[src/rtl/abr_pkg.sv]
// Shared definitions for the autobaud receiver.
// Assumes the sync character is 0x55 and the frame holds eight data bits.
package abr_pkg;
    typedef enum logic [2:0] {
        ST_HUNT  = 3'd0,  // waiting for the falling edge that opens a sync character
        ST_MEAS  = 3'd1,  // timing the sync character edges
        ST_TAIL  = 3'd2,  // skipping to the sync stop bit and checking it
        ST_IDLE  = 3'd3,  // locked, waiting for a data start bit
        ST_FRAME = 3'd4   // sampling a data frame
    } rx_state_e;

    // Falling edges of 0x55 that follow the start edge (bits 1, 3, 5, 7)
    localparam int unsigned SYNC_EDGES = 4;
    // Start edge to the fourth later edge spans eight bit periods
    localparam int unsigned SYNC_SHIFT = 3;
    // Sample index of the stop bit (0 = start, 1..8 = data)
    localparam int unsigned FRAME_LAST = 9;
    // Idle window is sixteen bit periods
    localparam int unsigned IDLE_SHIFT = 4;
    localparam int unsigned DATA_W     = 8;
endpackage

[src/rtl/abr_line_sync.sv]
// Two-flop synchronizer and falling-edge detector for the serial input.
// Assumes the line is idle high, so all flops reset to one.
module abr_line_sync (
    input  logic clk,
    input  logic rst_n,
    input  logic rx_in,
    output logic rx_s,
    output logic fall
);
    logic [1:0] stage;
    logic       prev;

    // Bring the line into the clock domain and keep one older sample.
    always_ff @(posedge clk) begin
        if (!rst_n) begin
            stage <= 2'b11;
            prev  <= 1'b1;
        end else begin
            stage <= {stage[0], rx_in};
            prev  <= stage[1];
        end
    end

    assign rx_s = stage[1];
    assign fall = prev & ~stage[1];
endmodule

[src/rtl/abr_rate_meter.sv]
// Times the span from the start edge of a sync character to its fourth
// later falling edge (eight bit periods) and reports the bit period.
// Assumes `start` pulses on the start-bit falling edge; a run that
// saturates the counter or yields a period under MIN_PERIOD fails.
module abr_rate_meter
    import abr_pkg::*;
#(
    parameter int unsigned CNT_W      = 16,
    parameter int unsigned MIN_PERIOD = 4,
    localparam int unsigned PER_W     = CNT_W - SYNC_SHIFT
) (
    input  logic             clk,
    input  logic             rst_n,
    input  logic             start,
    input  logic             fall,
    output logic             done,
    output logic             fail,
    output logic [PER_W-1:0] period
);
    localparam logic [CNT_W-1:0] CNT_MAX  = '1;
    localparam logic [2:0]       EDGE_FIN = 3'(SYNC_EDGES - 1);

    logic             busy;
    logic [CNT_W-1:0] cnt;
    logic [2:0]       edges;
    logic             last_edge;
    logic             saturated;
    logic             too_short;

    assign last_edge = busy & fall & (edges == EDGE_FIN);
    assign saturated = busy & (cnt == CNT_MAX);
    assign period    = cnt[CNT_W-1:SYNC_SHIFT];
    assign too_short = period < PER_W'(MIN_PERIOD);
    assign done      = last_edge & ~saturated & ~too_short;
    assign fail      = saturated | (last_edge & too_short);

    // Count cycles and falling edges while a measurement is running.
    always_ff @(posedge clk) begin
        if (!rst_n) begin
            busy  <= 1'b0;
            cnt   <= '0;
            edges <= '0;
        end else if (start) begin
            busy  <= 1'b1;
            cnt   <= CNT_W'(1);
            edges <= '0;
        end else if (busy) begin
            if (done || fail) begin
                busy <= 1'b0;
            end else begin
                cnt <= cnt + CNT_W'(1);
                if (fall) begin
                    edges <= edges + 3'd1;
                end
            end
        end
    end
endmodule

[src/rtl/abr_bit_timer.sv]
// Down-counter that ticks once per loaded interval and then once per
// reload interval until halted. A tick occurs in the cycle the count is zero.
// Assumes load and halt never assert together.
module abr_bit_timer #(
    parameter int unsigned TMR_W = 14
) (
    input  logic             clk,
    input  logic             rst_n,
    input  logic             load,
    input  logic [TMR_W-1:0] load_val,
    input  logic [TMR_W-1:0] reload_val,
    input  logic             halt,
    output logic             tick
);
    logic             run;
    logic [TMR_W-1:0] cnt;

    assign tick = run & (cnt == '0);

    // Run, reload on each tick, or stop on request.
    always_ff @(posedge clk) begin
        if (!rst_n) begin
            run <= 1'b0;
            cnt <= '0;
        end else if (halt) begin
            run <= 1'b0;
        end else if (load) begin
            run <= 1'b1;
            cnt <= load_val;
        end else if (run) begin
            if (cnt == '0) begin
                cnt <= reload_val;
            end else begin
                cnt <= cnt - TMR_W'(1);
            end
        end
    end
endmodule

[src/rtl/abr_idle_watch.sv]
// Counts consecutive high cycles of the line while enabled and flags when
// the run goes beyond `limit` cycles. Assumes `limit` is stable while enabled.
module abr_idle_watch #(
    parameter int unsigned IDLE_W = 18
) (
    input  logic              clk,
    input  logic              rst_n,
    input  logic              enable,
    input  logic              line_high,
    input  logic [IDLE_W-1:0] limit,
    output logic              timeout
);
    logic [IDLE_W-1:0] cnt;

    assign timeout = enable & line_high & (cnt == limit);

    // Count high cycles, clearing on any low cycle or when disabled.
    always_ff @(posedge clk) begin
        if (!rst_n) begin
            cnt <= '0;
        end else if (!enable || !line_high) begin
            cnt <= '0;
        end else if (cnt != limit) begin
            cnt <= cnt + IDLE_W'(1);
        end
    end
endmodule

[src/rtl/autobaud_rx.sv]
// Autobaud serial receiver. It learns the bit period from a 0x55 sync
// character at the start of each packet, then samples later frames at the
// middle of each bit. Assumes an idle-high line and a clock of at least
// MIN_PERIOD cycles per bit.
module autobaud_rx
    import abr_pkg::*;
#(
    parameter int unsigned CNT_W      = 16,
    parameter int unsigned MIN_PERIOD = 4,
    localparam int unsigned PER_W     = CNT_W - SYNC_SHIFT
) (
    input  logic              clk,
    input  logic              rst_n,
    input  logic              rx_line,
    output logic              rx_valid,
    output logic [DATA_W-1:0] rx_data,
    output logic              locked,
    output logic [PER_W-1:0]  bit_period,
    output logic              frame_err
);
    localparam int unsigned TMR_W  = PER_W + 1;
    localparam int unsigned IDLE_W = PER_W + IDLE_SHIFT + 1;

    rx_state_e         state;
    logic [3:0]        bit_idx;
    logic [DATA_W-1:0] shreg;
    logic [PER_W-1:0]  period_q;
    logic              locked_q;
    logic              valid_q;
    logic              ferr_q;
    logic [DATA_W-1:0] data_q;

    logic              rx_s;
    logic              fall;
    logic              meas_start;
    logic              meas_done;
    logic              meas_fail;
    logic [PER_W-1:0]  meas_period;
    logic              tmr_load;
    logic              tmr_halt;
    logic              tick;
    logic [TMR_W-1:0]  tmr_load_val;
    logic [TMR_W-1:0]  tmr_reload_val;
    logic [IDLE_W-1:0] idle_limit;
    logic              idle_to;
    logic              at_stop;
    logic              at_start;

    abr_line_sync u_sync (
        .clk   (clk),
        .rst_n (rst_n),
        .rx_in (rx_line),
        .rx_s  (rx_s),
        .fall  (fall)
    );

    abr_rate_meter #(
        .CNT_W      (CNT_W),
        .MIN_PERIOD (MIN_PERIOD)
    ) u_meter (
        .clk    (clk),
        .rst_n  (rst_n),
        .start  (meas_start),
        .fall   (fall),
        .done   (meas_done),
        .fail   (meas_fail),
        .period (meas_period)
    );

    abr_bit_timer #(
        .TMR_W (TMR_W)
    ) u_timer (
        .clk        (clk),
        .rst_n      (rst_n),
        .load       (tmr_load),
        .load_val   (tmr_load_val),
        .reload_val (tmr_reload_val),
        .halt       (tmr_halt),
        .tick       (tick)
    );

    abr_idle_watch #(
        .IDLE_W (IDLE_W)
    ) u_idle (
        .clk       (clk),
        .rst_n     (rst_n),
        .enable    (state == ST_IDLE),
        .line_high (rx_s),
        .limit     (idle_limit),
        .timeout   (idle_to)
    );

    assign at_stop    = (bit_idx == 4'(FRAME_LAST));
    assign at_start   = (bit_idx == 4'd0);
    assign meas_start = (state == ST_HUNT) & fall;
    assign idle_limit = IDLE_W'(period_q) << IDLE_SHIFT;

    // Pick the timer intervals: 1.5 periods to the sync stop bit, else half a period.
    always_comb begin
        tmr_reload_val = TMR_W'(period_q) - TMR_W'(1);
        if (state == ST_MEAS) begin
            tmr_load_val = TMR_W'(meas_period) + TMR_W'(meas_period >> 1) - TMR_W'(1);
        end else begin
            tmr_load_val = TMR_W'(period_q >> 1) - TMR_W'(1);
        end
    end

    // Start the timer on a finished measurement or a data start edge; stop it at frame end.
    always_comb begin
        tmr_load = ((state == ST_MEAS) & meas_done) |
                   ((state == ST_IDLE) & fall & ~idle_to);
        tmr_halt = tick & ((state == ST_TAIL) |
                   ((state == ST_FRAME) & (at_stop | (at_start & rx_s))));
    end

    // Main sequencer: measure, check the sync stop, then receive frames.
    always_ff @(posedge clk) begin
        if (!rst_n) begin
            state    <= ST_HUNT;
            bit_idx  <= '0;
            shreg    <= '0;
            period_q <= '0;
            locked_q <= 1'b0;
            valid_q  <= 1'b0;
            ferr_q   <= 1'b0;
            data_q   <= '0;
        end else begin
            valid_q <= 1'b0;
            ferr_q  <= 1'b0;
            case (state)
                ST_HUNT: begin
                    if (fall) begin
                        locked_q <= 1'b0;
                        state    <= ST_MEAS;
                    end
                end
                ST_MEAS: begin
                    if (meas_done) begin
                        period_q <= meas_period;
                        state    <= ST_TAIL;
                    end else if (meas_fail) begin
                        state <= ST_HUNT;
                    end
                end
                ST_TAIL: begin
                    if (tick) begin
                        if (rx_s) begin
                            locked_q <= 1'b1;
                            state    <= ST_IDLE;
                        end else begin
                            ferr_q <= 1'b1;
                            state  <= ST_HUNT;
                        end
                    end
                end
                ST_IDLE: begin
                    if (idle_to) begin
                        state <= ST_HUNT;
                    end else if (fall) begin
                        bit_idx <= '0;
                        state   <= ST_FRAME;
                    end
                end
                ST_FRAME: begin
                    if (tick) begin
                        if (at_start) begin
                            if (rx_s) begin
                                state <= ST_IDLE;
                            end else begin
                                bit_idx <= 4'd1;
                            end
                        end else if (!at_stop) begin
                            shreg   <= {rx_s, shreg[DATA_W-1:1]};
                            bit_idx <= bit_idx + 4'd1;
                        end else begin
                            if (rx_s) begin
                                valid_q <= 1'b1;
                                data_q  <= shreg;
                            end else begin
                                ferr_q <= 1'b1;
                            end
                            state <= ST_IDLE;
                        end
                    end
                end
                default: state <= ST_HUNT;
            endcase
        end
    end

    assign rx_valid   = valid_q;
    assign rx_data    = data_q;
    assign locked     = locked_q;
    assign bit_period = period_q;
    assign frame_err  = ferr_q;
endmodule

[config.mk]
export PLATFORM = sky130hd
export DESIGN_NAME = autobaud_rx
export DESIGN_NICKNAME = d
export VERILOG_FILES = /design/src/rtl/abr_pkg.sv /design/src/rtl/abr_line_sync.sv /design/src/rtl/abr_rate_meter.sv /design/src/rtl/abr_bit_timer.sv /design/src/rtl/abr_idle_watch.sv /design/src/rtl/autobaud_rx.sv
export SDC_FILE = /design/constraint.sdc
export NUM_CORES = 1
export LEC_CHECK = 0
export BUFFER_PORTS_ARGS = -buffer_cell sky130_fd_sc_hd__buf_2
export CORE_ASPECT_RATIO = 2
export CORE_MARGIN = 2
export CORE_UTILIZATION = 50
export CTS_CLUSTER_DIAMETER = 40
export CTS_CLUSTER_SIZE = 40
export DETAILED_ROUTE_END_ITERATION = 6
export GPL_ROUTABILITY_DRIVEN = 1
export HOLD_SLACK_MARGIN = 0.05
export PLACE_DENSITY = 0.69
export SYNTH_ARGS = -nofsm -noshare
export SYNTH_HDL_FRONTEND = slang
export SYNTH_SLANG_ARGS = --single-unit
[constraint.sdc]
create_clock -name clk -period 3.73 [get_ports clk]
set_clock_uncertainty 0.2 [all_clocks]
set_input_delay 0.5595 -clock clk [delete_from_list [all_inputs] [get_ports clk]]
set_output_delay 0.5595 -clock clk [all_outputs]
set_load 0.01 [all_outputs]
==> results.md <==
* Worst hold path depth at 2
* Post-synthesis sequential area ratio at 0.305
* Top FF cell, synth: dfxtp_1
* Reg2Reg Setup Slack at a little under 300 ps
* GRT Total Usage at 0.259
* Port Buffers at 26
* Max-cap viol count at 0
* Final core occ at 0.565
* Detail Route Antenna Nets at 0
* Cts hold-fix bufs at 0
* Number of synthesized flops with an enable pin at 0
* CP Launch Type: flop
* CP max stage delay at between 500 and 600 ps
* Site row count at between 50 and 60
* Initial Util at 0.514
* CP Class: flop to flop
* Post-route minimum period at between 3000 and 4000 ps
* Final Setup Violations at 0
* Sinks on Clock Net at 95
* Worst-skew pair later-pin latency at roughly 350 ps
* Core Area at between 10,000 and 15,000 µm²
* Top-area cell type share of the netlist area at 0.305
* Synth Cell Area at ~6200 µm²
* Dominant cell type by area after synthesis: dfxtp_1
* DRC at 0
* Number of vias in the routed layout at approximately 5,800
* Yosys reg bits at between 90 and 100
* Num CTS Buffers at 9
* Hold_ws at about 190 ps
* CP Capture Type: flop
* Post-DP HPWL at 13,400 µm
* Top cells by area, synth: dfxtp_1, ha_1, nor2_1
* Die Y at 162 µm
* Layout cell share with drive strength beyond 1 at 0.102
* Crit-path cells: nor4_4 > and4_1 > a21oi_1 > ha_1 > or3b_2 > or2_2 > a211oi_1 > mux2_1 > o2111ai_1 > o211ai_1
* Clock transition at path regs at 70 ps
* Worst path required time at between 3000 and 4000 ps
* First-pass GRT wire length at around 28,000 µm
* Leak pwr at between 2 and 3 nW
* Synth Net Count at 810
* Fin crit share at 0.923
* Pin count of the biggest net entering global routing at 34
* Fraction of registers with async set/reset at 0
* Worst Hold Class: input pin to flop
* RSZ-0062 raised after global routing: false
* Worst path slowest cell: or3b_2
* Max_slew headroom at 0.311
* Diodes inserted at 0
* Run status: completed
* Grt total ovfl at 0
* Post-CTS Setup Inserts at 0
* # nets final at between 800 and 900
* Critical path fanouts, max at 8
* Max Clk Rate at roughly 0.29 GHz
* WP data arrival at roughly 3500 ps
* Ports at 27
* Syn Inst Count at around 760
* CTS H-tree depth at 3
* TritonCTS clock tree: done
* R2R Path End: u_timer.cnt[12]
* Layout Cells excl Fill at 930
* Total Routed Length at 17,200 µm
* Warnings from Yosys at 0
* Clock Path Buffers at 2
* Top post-synthesis cells by count: dfxtp_1, nor2_1, inv_1
* Post_cts resized at 0
* Routed WL per cell at roughly 19 µm
* WHS Endpoint: u_sync.stage[0]
* Worst r2r src: u_timer.cnt[4]
* P&R area growth vs syn at 10.1%
* CTS Root Cell: clkbuf_16
* Initial antenna violation count at 0
* Die Span X at around 83 µm
* Cell Count Post-Placement at between 900 and 1,000
* 1st-iter DRT viols at about 490
* Most common cell in the netlist: dfxtp_1
* Syn Area/Cell at roughly 8.2 µm²
* Setup TNS at 0 ps
* P per Cell Area at about 290 nW/µm²
* Drt pass-1 iters at 6
* Endpoints failing hold at 0
* Slew Limit Fails at 0
* Via density at between 6 and 7
* Actual slew at the worst max-slew pin at approximately 1000 ps
* Netlist cell types at 77
* GP Congestion at 0.925
* Area of the die at around 13,000 µm²
* Peak VDD IR at between 0.0002 and 0.0003 V
* Number of global-route vias before repair at between 5,000 and 6,000
* Reg2reg path depth at 10
* Hold path start: rx_line
worst max-delay path by stage:
| stage | end | cells after the start | start |
|---|---|---|---|
| detailed placement | u_timer.cnt[12] | 10 | u_timer.cnt[4] |
| global route | u_timer.cnt[12] | 10 | u_timer.cnt[4] |
| floorplan | u_timer.cnt[12] | 12 | u_timer.cnt[4] |
| global placement | u_timer.cnt[12] | 10 | u_timer.cnt[4] |
| CTS | u_timer.cnt[12] | 10 | u_timer.cnt[4] |
| finish | u_timer.cnt[12] | 10 | u_timer.cnt[4] |
sequential cells by signal (all words and copies together) (netlist names), 2 cells and up:
signal and cells:
shreg 8, u_meter.edges 3, u_timer.cnt 14, bit_idx 4
rx_data 8, u_meter.cnt 16, bit_period 13, state 3
u_sync.stage 2, u_idle.cnt 18
per-layer routing:
layer / GRT usage / part of all wire / vias up
met5: 0 / 0 / -
met4: 0.209 / 0.081 / 0
met3: 0.0320 / 0.039 / 88
met2: 0.484 / 0.53 / 204
met1: 0.249 / 0.35 / 2735
li1: - / - / 2732
stage by stage:
step	setup WS (ps)	power, mW	cell area (µm²)
global placement	331	1.11	6570
CTS	302	2.00	6860
global route	130	2.06	6860
detailed placement	320	1.11	6570
finish	289	1.99	6860
floorplan	206	1.09	6230
worst max-delay path: cells and delay by family (launching register included):
kind	cells	cell delay [ps]
AO/OA/AOI/OAI	4	840
AND/OR/NAND/NOR	4	1200
multiplexers	1	370
flip-flops	1	510
adder cells (fa/ha/maj)	1	200
power breakdown:
part           internal [mW]  switching, mW
clock                  0.468          0.435
sequential              1.02        0.00639
combinational         0.0172         0.0435
cell usage in the layout, fill, tap and decap left out, types with 8 or more instances in the layout:
cell and count:
nor2_1 94, o211ai_1 11, o21ai_0 21, nand4_1 12, a31oi_1 9, or3_1 16
nand2b_1 11, a211oi_1 13, dfxtp_1 95, a21oi_1 40, ha_1 50, nor4_1 8
xnor2_1 29, nand3_1 28, buf_4 23, clkbuf_16 9, mux2i_1 34, inv_1 53
buf_2 26, nor3_1 19, xor2_1 28, nand2_1 37, o31ai_1 10
cells by family after synthesis:
family,after synthesis,share of synthesized area
AOI/OAI and AO/OA,152,0.167
DFF,95,0.305
and+or+nand+nor,271,0.224
adders and majority gates,52,0.107
muxes,36,0.0583
buffers and inverters,92,0.0581
xor gates and xnor gates,57,0.0802
layout make-up:
class / count / area, µm²
clock buffers: 9 / 225
clock inverters: 7 / 61.3
fillers: 1152 / 5270
inverters: 55 / 206
multi-input cells: 568 / 3970
flip-flops and latches: 95 / 1900
well taps: 147 / 184
repair buffers: 49 / 303
(Power assumes the default switching activity.)
